`src/rtl/dbg_trig_pkg.sv`:
```
package dbg_trig_pkg;
  localparam int CFG_W = 8;
  localparam logic [CFG_W-1:0] CFG_MASK = 8'hCF;

  localparam logic [3:0] MD_A        = 4'd0;
  localparam logic [3:0] MD_A_OR_B   = 4'd1;
  localparam logic [3:0] MD_A_THEN_B = 4'd2;
  localparam logic [3:0] MD_EVT_B    = 4'd3;
  localparam logic [3:0] MD_A_EVT_B  = 4'd4;
  localparam logic [3:0] MD_A_AND_B  = 4'd5;
  localparam logic [3:0] MD_A_NOT_B  = 4'd6;
  localparam logic [3:0] MD_IN_RNG   = 4'd7;
  localparam logic [3:0] MD_OUT_RNG  = 4'd8;

  localparam int NCH  = 3;
  localparam int CH_A = 0;
  localparam int CH_B = 1;
  localparam int CH_R = 2;

  typedef struct packed {
    logic       tag_sel;
    logic       begin_sel;
    logic [1:0] rsvd;
    logic [3:0] mode;
  } trig_cfg_t;
endpackage

```
`src/rtl/dbg_trig_cfg.sv`:
```
module dbg_trig_cfg
  import dbg_trig_pkg::*;
(
  input  logic             clk,
  input  logic             rst,
  input  logic             arm,
  input  logic             we,
  input  logic [CFG_W-1:0] wdata,
  output trig_cfg_t        cfg_q
);
  always_ff @(posedge clk) begin
    if (rst) cfg_q <= '0;
    else if (we && !arm) cfg_q <= trig_cfg_t'(wdata & CFG_MASK);
  end
endmodule

```
`src/rtl/dbg_trig_qual.sv`:
```
module dbg_trig_qual
  import dbg_trig_pkg::*;
#(
  parameter int AW = 16
) (
  input  logic          clk,
  input  logic          rst,
  input  logic          arm,
  input  logic          tag_sel,
  input  logic [3:0]    mode,
  input  logic          match_a,
  input  logic          match_b,
  input  logic          acc_valid,
  input  logic [AW-1:0] acc_addr,
  input  logic [AW-1:0] bound_lo,
  input  logic [AW-1:0] bound_hi,
  input  logic          op_exec,
  input  logic          op_flush,
  output logic [NCH-1:0] qual
);
  logic below, above, rng_hit;
  logic [NCH-1:0] raw;

  assign below = acc_addr < bound_lo;
  assign above = acc_addr > bound_hi;

  always_comb begin
    rng_hit = 1'b0;
    if (acc_valid) begin
      if (mode == MD_IN_RNG)  rng_hit = !below && !above;
      if (mode == MD_OUT_RNG) rng_hit = below || above;
    end
  end

  assign raw[CH_A] = match_a;
  assign raw[CH_B] = match_b;
  assign raw[CH_R] = rng_hit;

  for (genvar i = 0; i < NCH; i++) begin : g_ch
    logic pend_q;
    always_ff @(posedge clk) begin
      if (rst || !arm || !tag_sel) pend_q <= 1'b0;
      else if (op_exec || op_flush) pend_q <= raw[i];
      else if (raw[i]) pend_q <= 1'b1;
    end
    assign qual[i] = tag_sel ? (op_exec && !op_flush && pend_q) : raw[i];
  end
endmodule

```
`src/rtl/dbg_trig_seq.sv`:
```
module dbg_trig_seq
  import dbg_trig_pkg::*;
(
  input  logic           clk,
  input  logic           rst,
  input  logic           arm,
  input  logic [3:0]     mode,
  input  logic           begin_sel,
  input  logic [NCH-1:0] qual,
  output logic           trig_pulse,
  output logic           fifo_store,
  output logic           cap_done,
  output logic           evt_store
);
  logic qa, qb, qr;
  logic seq_q, trg_q;
  logic is_evt, seq_use, hit, ev, fire, trg_d, seq_d, store_d, done_d;

  assign qa = qual[CH_A];
  assign qb = qual[CH_B];
  assign qr = qual[CH_R];

  assign is_evt  = (mode == MD_EVT_B) || (mode == MD_A_EVT_B);
  assign seq_use = (mode == MD_A_THEN_B) || (mode == MD_A_EVT_B);

  always_comb begin
    hit = 1'b0;
    ev  = 1'b0;
    case (mode)
      MD_A:        hit = qa;
      MD_A_OR_B:   hit = qa || qb;
      MD_A_THEN_B: hit = seq_q && qb;
      MD_EVT_B:    ev  = qb;
      MD_A_EVT_B:  ev  = seq_q && qb;
      MD_A_AND_B:  hit = qa && qb;
      MD_A_NOT_B:  hit = qa && !qb;
      MD_IN_RNG,
      MD_OUT_RNG:  hit = qr;
      default:     hit = 1'b0;
    endcase
  end

  assign fire  = arm && !trg_q && (is_evt ? ev : hit);
  assign trg_d = arm && (trg_q || fire);
  assign seq_d = arm && (seq_q || (seq_use && qa));

  always_comb begin
    if (is_evt)         store_d = arm && ev;
    else if (begin_sel) store_d = trg_d;
    else                store_d = arm && !trg_q;
    done_d = !is_evt && !begin_sel && trg_d;
  end

  always_ff @(posedge clk) begin
    if (rst) begin
      seq_q      <= 1'b0;
      trg_q      <= 1'b0;
      trig_pulse <= 1'b0;
      fifo_store <= 1'b0;
      cap_done   <= 1'b0;
      evt_store  <= 1'b0;
    end else begin
      seq_q      <= seq_d;
      trg_q      <= trg_d;
      trig_pulse <= fire;
      fifo_store <= store_d;
      cap_done   <= done_d;
      evt_store  <= is_evt && arm && ev;
    end
  end
endmodule

```
`src/rtl/dbg_trig_ctrl.sv`:
```
module dbg_trig_ctrl
  import dbg_trig_pkg::*;
#(
  parameter int AW = 16
) (
  input  logic          clk,
  input  logic          rst,
  input  logic          cfg_we,
  input  logic [7:0]    cfg_wdata,
  output logic [7:0]    cfg_rdata,
  input  logic          arm,
  input  logic          match_a,
  input  logic          match_b,
  input  logic          acc_valid,
  input  logic [AW-1:0] acc_addr,
  input  logic [AW-1:0] bound_lo,
  input  logic [AW-1:0] bound_hi,
  input  logic          op_exec,
  input  logic          op_flush,
  output logic          trig_pulse,
  output logic          fifo_store,
  output logic          cap_done,
  output logic          evt_store
);
  trig_cfg_t      cfg_q;
  logic [NCH-1:0] qual;

  dbg_trig_cfg u_cfg (
    .clk(clk), .rst(rst), .arm(arm), .we(cfg_we), .wdata(cfg_wdata), .cfg_q(cfg_q)
  );

  dbg_trig_qual #(.AW(AW)) u_qual (
    .clk(clk), .rst(rst), .arm(arm), .tag_sel(cfg_q.tag_sel), .mode(cfg_q.mode),
    .match_a(match_a), .match_b(match_b), .acc_valid(acc_valid), .acc_addr(acc_addr),
    .bound_lo(bound_lo), .bound_hi(bound_hi), .op_exec(op_exec), .op_flush(op_flush),
    .qual(qual)
  );

  dbg_trig_seq u_seq (
    .clk(clk), .rst(rst), .arm(arm), .mode(cfg_q.mode), .begin_sel(cfg_q.begin_sel),
    .qual(qual), .trig_pulse(trig_pulse), .fifo_store(fifo_store),
    .cap_done(cap_done), .evt_store(evt_store)
  );

  assign cfg_rdata = cfg_q;
endmodule

```
`config.mk`:
```
export PLATFORM = sky130hd
export DESIGN_NAME = dbg_trig_ctrl
export DESIGN_NICKNAME = d
export VERILOG_FILES = /design/src/rtl/dbg_trig_pkg.sv /design/src/rtl/dbg_trig_cfg.sv /design/src/rtl/dbg_trig_qual.sv /design/src/rtl/dbg_trig_seq.sv /design/src/rtl/dbg_trig_ctrl.sv
export SDC_FILE = /design/constraint.sdc
export NUM_CORES = 1
export LEC_CHECK = 0
export BUFFER_PORTS_ARGS = -buffer_cell sky130_fd_sc_hd__buf_2
export CAP_MARGIN = 20
export CORE_MARGIN = 5
export CORE_UTILIZATION = 35
export CTS_CLUSTER_SIZE = 10
export DETAILED_ROUTE_END_ITERATION = 6
export HOLD_SLACK_MARGIN = 0.05
export PLACE_DENSITY_LB_ADDON = 0.3
export SYNTH_ARGS = -nofsm -noshare
export SYNTH_HDL_FRONTEND = slang
export SYNTH_SLANG_ARGS = --single-unit
```
`constraint.sdc`:
```
create_clock -name clk -period 3.6 [get_ports clk]
set_input_delay 0.54 -clock clk [delete_from_list [all_inputs] [get_ports clk]]
set_output_delay 0.54 -clock clk [all_outputs]
set_load 0.02 [all_outputs]
```
Word level (Yosys, flattened, before mapping). Index checks and enable logic that the tools add are counted.

Magnitude comparators: 2. Equal/unequal tests: 8. Multiplexer cells: 17. Reduce and logical (&&, ||, !) cells: 42.

Operator list (count): $logic_and A1 B1 Y1 (19); $eq A4 B3 Y1 const B (4); $gt A16 B16 Y1 (1); $lt A16 B16 Y1 (1); $mux W1 (15); $logic_not A1 Y1 (9); $logic_or A1 B1 Y1 (9); $eq A4 B2 Y1 const B (2); $pmux W1 S6 (1); $reduce_bool A2 Y1 (3); $eq A4 B1 Y1 const B (1); $eq A4 B4 Y1 const B (1); $logic_not A4 Y1 (1); $pmux W1 S2 (1); $reduce_or A2 Y1 (1).

Register bits: 15. Bits of input ports: 65. Output and inout bits: 12.

Logic depth before layout (Yosys ltp). Gate-level depths: netlist (run 1).

Depth after elaboration: 14. Gate-level depth with buffers: 9. Gate-level depth less buffers: 9.

Modules after synthesis. A second synthesis (run 1) with hierarchy kept.

Cells, all modules: 207. Area total of the unflattened synthesis: 1687.9 µm².

By module, submodules not included: dbg_trig_qual (times used 1, cells each 132, area an instance 989.7 µm², seq. area each 60.1 µm²); dbg_trig_seq (times used 1, cells each 46, area an instance 386.6 µm², seq. area each 120.1 µm²); dbg_trig_cfg (times used 1, cells each 29, area an instance 311.5 µm², seq. area each 120.1 µm²).

Least setup slack after synthesis (run 1). Ideal clock, no wire load.

Path kind: input -> register. From: in bound_hi[15]. To: reg u_seq.cap_done. Arrival time: 2.107 ns. Data required time: 3.462 ns. Path slack: 1.355 ns. Cell stages on the path: 8. Cell sequence: inv_1 -> ha_1 -> nand4_1 -> or4_4 -> nor2b_4 -> o2bb2ai_1 -> nor3_2 -> a211oi_2.

Cells in the longest elaborated chain, start to end: 13.

Ends and longest elaborated chain: from (decl) (RTL line dbg_trig_ctrl.sv:17) `input logic [AW-1:0] bound_hi,`; $gt A16 B16 Y1 (*) (RTL line dbg_trig_qual.sv:25) `assign above = acc_addr > bound_hi;`; $logic_not A1 Y1 (RTL line dbg_trig_qual.sv:30) `if (mode == MD_IN_RNG) rng_hit = !below && !above;`; $logic_and A1 B1 Y1 (RTL line dbg_trig_qual.sv:30); $mux W1 (RTL line dbg_trig_qual.sv:30); $mux W1 (*) (RTL line dbg_trig_qual.sv:31) `if (mode == MD_OUT_RNG) rng_hit = below || above;`; $mux W1 (*) (RTL line dbg_trig_qual.sv:29) `if (acc_valid) begin`; $mux W1 (*) (RTL line dbg_trig_qual.sv:46) `assign qual[i] = tag_sel ? (op_exec && !op_flush && pend_q) : raw[i];`; $pmux W1 S6 (*) (RTL line dbg_trig_seq.sv:29) `case (mode)`; $mux W1 (*) (RTL line dbg_trig_seq.sv:43) `assign fire = arm && !trg_q && (is_evt ? ev : hit);`; $logic_and A1 B1 Y1 (*) (RTL line dbg_trig_seq.sv:43); $logic_or A1 B1 Y1 (*) (RTL line dbg_trig_seq.sv:44) `assign trg_d = arm && (trg_q || fire);`; $logic_and A1 B1 Y1 (*) (RTL line dbg_trig_seq.sv:44); $logic_and A1 B1 Y1 (*) (RTL line dbg_trig_seq.sv:51) `done_d = !is_evt && !begin_sel && trg_d;`; to (signal assigned) (RTL line dbg_trig_seq.sv:67) `cap_done <= done_d;`; to (decl) (RTL line dbg_trig_seq.sv:12) `output logic cap_done,`.

Every way passes the cells marked *; elsewhere a longest branch is shown, timed or not. A chain may end at the register's enable or synchronous reset.

Final worst setup path (run 1).
From: in acc_addr[11]. To: reg u_seq.cap_done.

Cells in the longest elaborated chain, start to end: 13.

Ends and longest elaborated chain: from (decl) (RTL line dbg_trig_ctrl.sv:15) `input logic [AW-1:0] acc_addr,`; $lt A16 B16 Y1 or $gt A16 B16 Y1 (tied branches) (RTL line dbg_trig_qual.sv:24, dbg_trig_qual.sv:25); $logic_not A1 Y1 (RTL line dbg_trig_qual.sv:30); $logic_and A1 B1 Y1 (RTL line dbg_trig_qual.sv:30); $mux W1 (RTL line dbg_trig_qual.sv:30); $mux W1 (*) (RTL line dbg_trig_qual.sv:31); $mux W1 (*) (RTL line dbg_trig_qual.sv:29); $mux W1 (*) (RTL line dbg_trig_qual.sv:46); $pmux W1 S6 (*) (RTL line dbg_trig_seq.sv:29); $mux W1 (*) (RTL line dbg_trig_seq.sv:43); $logic_and A1 B1 Y1 (*) (RTL line dbg_trig_seq.sv:43); $logic_or A1 B1 Y1 (*) (RTL line dbg_trig_seq.sv:44); $logic_and A1 B1 Y1 (*) (RTL line dbg_trig_seq.sv:44); $logic_and A1 B1 Y1 (*) (RTL line dbg_trig_seq.sv:51).

Marked as above.

==> metrics.yaml, run 1 <==
outcome: "finished, final reports clean"
drc: 0
yosys-top-cells-area: "ha_1 (23%), dfxtp_1 (18%), inv_1 (7.5%)"
critPathSlowestCell: "or4_4"
intPower_uw: 334.2
wl_per_cell_um: 11.11
cts_resized: 0
die-area_mm2: 0.006201
finalHoldViolations: 0
final_cell_mix: "buf_2 (72), inv_1 (33), ha_1 (31)"
grt_pass1_wl_um: 6251
htree_levels: 1
yosys.area.top_type: "ha_1"
path_cells: "buf_2, ha_1, nand4_1, or4_4, nor2b_4, o2bb2ai_1, nor3_2, a211oi_2"
critPathMaxStageDelay_ns: 0.57
hold_buffers: 0
worstRegToRegCells: 6
cts-root-buf: "clkbuf_8"
reg2reg_from: "u_cfg.cfg_q[2]"
reg2reg_slack_ns: 1.72
synthesis.area_mm2: 0.001654
core.rowCount: 25
diodes: 0
min_path_cells: 2
final_nets: 379
critPathArrivalTime_ns: 2.35
core_mm2: 0.004661
comb_power_share_pct: 34.9
layout_commonest_cell: "buf_2"
yosys_warnings: 0
synth_edf_count: 0
port_buffers: 72
cts.path.max_buffers: 2
fin_util_pct: 44.59
crit_fanout: 3
async_flop_share_pct: 0
cts_num_sinks: 15
clkSlewWorstSetupHoldPaths_ns: 0.06
period_share_pct: 61.97
placed_cells: 332
power_frac_seq_pct: 37.3
worst_pin_slew_ns: 0.6328
required_ns: 3.71
hold_path_class: "flip-flop to flip-flop"
p_clk_share_pct: 27.8
fillCellCount: 486
crit_buf_inv: 1
power_density_mw_per_mm2: 235.6
post-route-min-period_ns: 2.231
ys_seq_area_share_pct: 18.15
grt_pass1_vias: 1542
drive_gt1_share_pct: 31.21
post_cts_buffers: 0
clkLatencyLatePin_ns: 0.25
synthFlopType: "dfxtp_1"
cts_tree: "yes"
dr.pass1.iters: 4
grt_max_degree: 12
post_synth.cell_area_avg_um2: 7.729
gp_congestion: 0.7225
io_pins: 77
avgViaCountPerCell: 4.777
yosys.area.top_type_share_pct: 23.45
start_kind: "input pin"
ys_types: 47
area_growth_pct: 25.64
grt_overflow: 0
place_hpwl_um: 3284
ys_seq_elements: 15
r2r-end: "u_seq.cap_done"
relSlewSlack_pct: 57.73
power_leakage_uw: 0.001103
start_util_pct: 35.49
cts_buffers: 3
fin_cells: 336
p_switching_uw: 155.4
dr.first_iter.drc_count: 44
rsz0062_at_grt: "no"
vias: 1605
synthesis.instances: 214
multi_input_area_mm2: 0.001181
worst-setup-path-type: "input pin to flip-flop"
grt_antenna_before_repair: 0
setup_viol: 0
hold_start: "u_qual.g_ch[2].pend_q"
finalMaxSlewViolations: 0
fin_skew_ns: 0.003553
max_freq_mhz: 448.2
maxCapViolations: 0
drt-total-wl_um: 3732
ant_nets: 0
hold_end: "u_qual.g_ch[2].pend_q"
seq_area_um2: 300.3
gr-usage-all-layers_pct: 12.11
fin_setup_tns_ns: 0
die_width_um: 78.75
fp.dieH_um: 78.75
path_delay_family: "simple AND/OR/NAND/NOR gates"
critPathCaptureType: "flip-flop"
p_sw_share_pct: 31.74
peakVddDrop_mv: 0.2363
==> layer usage <==
metal,vias up,track usage (%),part of all wire [%]
met1,676,14.88,45
met3,2,2.268,7.7
met4,0,4.196,0.43
met5,-,0,0
li1,879,-,-
met2,48,21.05,47
==> registers in the layout, summed over array words and instances, names as in the netlist <==
signal,cells
u_cfg.cfg_q,6
u_seq.trig_pulse,1
u_seq.cap_done,1
u_seq.trg_q,1
u_seq.seq_q,1
u_seq.fifo_store,1
u_seq.evt_store,1
u_qual.g_ch.pend_q,3
==> tightest hold or removal path: cells and delay by family (launching register included) <==
kind | cells | cell delay, ns
DFF | 1 | 0.31
AOI/OAI and AO/OA | 1 | 0.04
and+or+nand+nor | 1 | 0.07
==> worst max path at each step <==
stage | cells past startpoint | slack (ns) | startpoint | endpoint
2_1_floorplan | 8 | 1.35 | bound_hi[15] | u_seq.cap_done
4_1_cts | 8 | 1.35 | acc_addr[11] | u_seq.cap_done
5_1_grt | 8 | 1.21 | acc_addr[11] | u_seq.cap_done
3_3_place_gp | 8 | 1.10 | acc_addr[11] | u_seq.cap_done
3_5_place_dp | 8 | 1.09 | acc_addr[11] | u_seq.cap_done
6_report | 8 | 1.37 | acc_addr[11] | u_seq.cap_done
==> cell families after synthesis <==
logic type | count (synthesis) | share of synthesized area [%]
AND/OR/NAND/NOR | 68 | 22.54
XOR/XNOR | 1 | 0.5296
adder cells (fa/ha/maj) | 31 | 23.45
AO/OA/AOI/OAI | 49 | 19.89
multiplexers | 7 | 4.538
other | 1 | 0.2267
flip-flops | 15 | 18.15
buffers and inverters | 42 | 10.67
==> area by class of cell <==
type                       instances  area share (%)
multi-input combinational        158           56.83
timing repair buffer              72           17.34
tap                               54           3.251
inverter                          33           5.960
sequential                        15           14.45
clock buffer                       4           2.167
==> through the flow <==
step,setup slack (ns),total power [uW],instance area [um2],hold WS [ns]
6_report,1.369,489.6,2078,0.4672
2_1_floorplan,1.355,297.2,1658,0.4404
4_1_cts,1.349,497.5,2078,0.4682
3_3_place_gp,1.099,356.1,2033,0.4547
3_5_place_dp,1.091,358.8,2033,0.4613
5_1_grt,1.215,529.3,2078,0.5145
==> synth_stat cells (2+ instances only) <==
| master | number |
|---|---|
| inv_1 | 33 |
| dfxtp_1 | 15 |
| nor3_1 | 4 |
| ha_1 | 31 |
| and4b_1 | 2 |
| nand2b_1 | 5 |
| nor2b_1 | 6 |
| nor4_1 | 2 |
| nor3b_1 | 2 |
| mux2i_1 | 6 |
| a21oi_1 | 18 |
| buf_4 | 4 |
| nor2_1 | 17 |
| nand3_1 | 2 |
| nand2_1 | 16 |
| nand4_1 | 6 |
| o21a_1 | 2 |
| a211oi_2 | 2 |
| clkbuf_1 | 2 |
| buf_2 | 3 |
| a21oi_2 | 2 |
| o21ai_0 | 9 |
==> power by group through the flow <==
stage          Sequential [uW]  Clock, uW  Combinational (uW)
6_report                   183        136                 171
5_1_grt                    184        147                 198
4_1_cts                    183        141                 173
3_5_place_dp               186          0                 173
3_3_place_gp               186          0                 170
2_1_floorplan              187          0                 111
Note: power is estimated with default switching activity, not from simulation.
==> inputs of run 2 (changes only) <==
- ABC_AREA: default -> 1
- clock period: 3.6 -> 2.05 ns (I/O delays scaled with it)
==> run 2 against run 1 <==
Clock skew is essentially flat. Total power is 79% higher. Die area fell by 0.39%. Wire length shrank 4.4%. Via count rose by 6.0%. Global-route usage is 0.68 points lower.
==> metrics.yaml, run 2 <==
outcome: "finished, final reports clean"
crit_fanout: 4  # +1
met3_usage_pct: 1.491  # -0.78 points
ant_nets: 0  # unchanged
gr-usage-all-layers_pct: 11.43  # -0.68 points
reg2reg_from: "u_cfg.cfg_q[1]"
yosys.area.top_type_share_pct: 23.56  # +0.11 points
drive_gt1_share_pct: 29.66  # -1.5 points
core_mm2: 0.004629  # -0.67%
fin_util_pct: 45.32  # +0.73 points
synthesis.instances: 254  # +19%
r2r-end: "u_seq.fifo_store"
synthFlopType: "dfxtp_1"
drt-total-wl_um: 3568  # -4.4%
largest_register_ffs: 6  # unchanged
die-area_mm2: 0.006176  # -0.39%
htree_levels: 1  # unchanged
post_synth.cell_area_avg_um2: 6.483  # -16%
cts-root-buf: "clkbuf_8"
critPathSlowestCell: "ha_1"
grt_antenna_before_repair: 0  # unchanged
finalMaxSlewViolations: 0  # unchanged
dr.pass1.iters: 4  # unchanged
grt_pass1_wl_um: 5899  # -5.6%
ys_seq_elements: 15  # unchanged
fp.dieH_um: 78.59  # -0.20%
cts_buffers: 3  # unchanged
ys_seq_area_share_pct: 18.24  # +0.083 points
yosys-top-cells-area: "ha_1 (24%), dfxtp_1 (18%), inv_1 (13%)"
hold_end: "u_seq.trig_pulse"
period_share_pct: 86.67
cts_num_sinks: 15  # unchanged
rsz0062_at_grt: "no"
area_growth_pct: 27.43
placedInstanceArea_mm2: 0.002052  # +0.92%
grt_pass1_vias: 1548  # +0.39%
required_ns: 2.19  # -1.52 ns
critPathCaptureType: "flip-flop"
start_kind: "input pin"
cts_tree: "yes"
place_hpwl_um: 3276  # -0.25%
grt_max_degree: 12  # unchanged
grt.busiest_layer: "met2"
synthTopCellsByCount: "inv_1 (55), nand2_1 (46), ha_1 (31)"
hold_buffers: 0  # unchanged
grt_util_met2_pct: 22.07  # +1.0 points
post-route-min-period_ns: 1.777
min_path_cells: 2  # unchanged
cts_resized: 0  # unchanged
fillCellCount: 505  # +3.9%
finalHoldViolations: 0  # unchanged
core.rowCount: 25  # unchanged
io_pins: 77  # unchanged
cp_common_cell: "nand2_1"
gr-usage-met1_pct: 12.49  # -2.4 points
wl_per_cell_um: 9.365  # -16%
worst-setup-path-type: "input pin to flip-flop"
port_buffers: 72  # unchanged
path_cells: "buf_2, ha_1, a21oi_1, nand2_1, a21oi_1, nand2_1, nand2_1, nand2_1, nand2_1, nand2_1, nand2_1, nand2_1, nand2_1, nand3_2, nand2_2, nand2_1, nand2_1, nand2_1"
yosys.area.top_type: "ha_1"
worstRegToRegCells: 12  # +6
ys_types: 32  # -32%
power_density_mw_per_mm2: 417.2  # +77%
cts.path.max_buffers: 2  # unchanged
fin_setup_tns_ns: 0  # unchanged
largest-register: "u_cfg.cfg_q"
synth_edf_count: 0  # unchanged
clkLatencyLatePin_ns: 0.24  # about the same
clkSlewWorstSetupHoldPaths_ns: 0.06  # about the same
critPathMaxStageDelay_ns: 0.32  # -0.25 ns
final_cell_mix: "buf_2 (72), inv_1 (55), nand2_1 (46)"
hold_path_class: "input pin to flip-flop"
maxCapViolations: 0  # unchanged
fin_skew_ns: 0.003976  # +0.0004226 ns
hold-worst-slack_ns: 0.2632  # -0.2041 ns
post_cts_buffers: 0  # unchanged
peakVddDrop_mv: 0.3815  # +61%
drc: 0  # unchanged
seq_area_um2: 300.3  # unchanged
die_width_um: 78.59  # -0.20%
setup_ws_ns: 0.2734  # -1.096 ns
synth.most_common_cell: "inv_1"
setup_viol: 0  # unchanged
grt_overflow: 0  # unchanged
layout_commonest_cell: "buf_2"
hold_start: "rst"
reg2reg_slack_ns: 0.48  # -1.24 ns
gp_congestion: 0.7604  # +5.2%
preCtsSetupSlack_ns: -0.006581  # -1.097 ns
power_leakage_uw: 0.001286  # +17%
vias: 1702  # +6.0%
final_nets: 424  # +12%
yosys_warnings: 0  # unchanged
avgViaCountPerCell: 4.467  # -6.5%
final_area_mm2: 0.002098  # +0.96%
critPathArrivalTime_ns: 1.92  # -0.43 ns
synthesis.area_mm2: 0.001647  # -0.45%
diodes: 0  # unchanged
dr.first_iter.drc_count: 34  # -23%
async_flop_share_pct: 0  # unchanged
start_util_pct: 35.57  # +0.078 points
multi_input_area_mm2: 0.001082  # -8.4%
max_freq_mhz: 562.9
reg_top3: "u_cfg.cfg_q x6, u_qual.g_ch.pend_q x3"
-- run 2: cell count changes after synthesis, sizes merged, moves of 4 or more --
cell,delta
mux2i,-6
nand2,+34
inv,+26
nor2b,-7
nand2b,-5
o21ai,+4
nand4,-4
nand3,+7
nor2,+12
-- run 2: power by group --
part,switching (uW),internal [uW],leakage (uW)
clock,97.9,134,0.0000255
combinational,183,143,0.00114
sequential,11.9,305,0.000123
total,293,582,0.00129
-- run 2: critical path, delay by kind of cell --
kind / cells / cell delay, ns
buffers and inverters: 1 / 0.11
AO/OA/AOI/OAI: 2 / 0.30
AND/OR/NAND/NOR: 14 / 0.88
adder cells (fa/ha/maj): 1 / 0.32
-- run 2: cell type report --
type | instances | area share (%)
Sequential cell | 15 | 14.31
Tap cell | 54 | 3.220
Inverter | 61 | 11.15
Clock inverter | 1 | 0.2385
Timing Repair Buffer | 73 | 17.53
Multi-Input combinational cell | 174 | 51.58
Clock buffer | 3 | 1.968
-- run 2: worst max path at each step --
stage,from,endpoint
6_report,acc_addr[11],u_seq.fifo_store
5_1_grt,acc_addr[11],u_seq.fifo_store
4_1_cts,acc_addr[11],u_seq.fifo_store
3_5_place_dp,acc_addr[11],u_seq.fifo_store
3_3_place_gp,acc_addr[13],u_seq.fifo_store
2_1_floorplan,bound_hi[7],u_seq.fifo_store
-- run 2: kinds of logic after synthesis --
| family | synth area share, % |
|---|---|
| other | 0.2277 |
| flip-flops | 18.24 |
| AO/OA/AOI/OAI | 15.58 |
| AND/OR/NAND/NOR | 26.14 |
| buffers and inverters | 16.26 |
| adder cells (fa/ha/maj) | 23.56 |
-- run 2: layer usage --
metal | part of all wire [%] | vias to the layer above
met1 | 43 | 720
met4 | 0.59 | 0
met2 | 50 | 40
li1 | - | 940
met5 | 0 | -
met3 | 6.1 | 2
-- run 2: per-stage QoR --
step                      cells  power [uW]
after global routing        381       957.2
after CTS                   381       891.2
after global placement      377       646.9
final                       381       875.4
after floorplan             255       542.3
after detailed placement    377       653.9
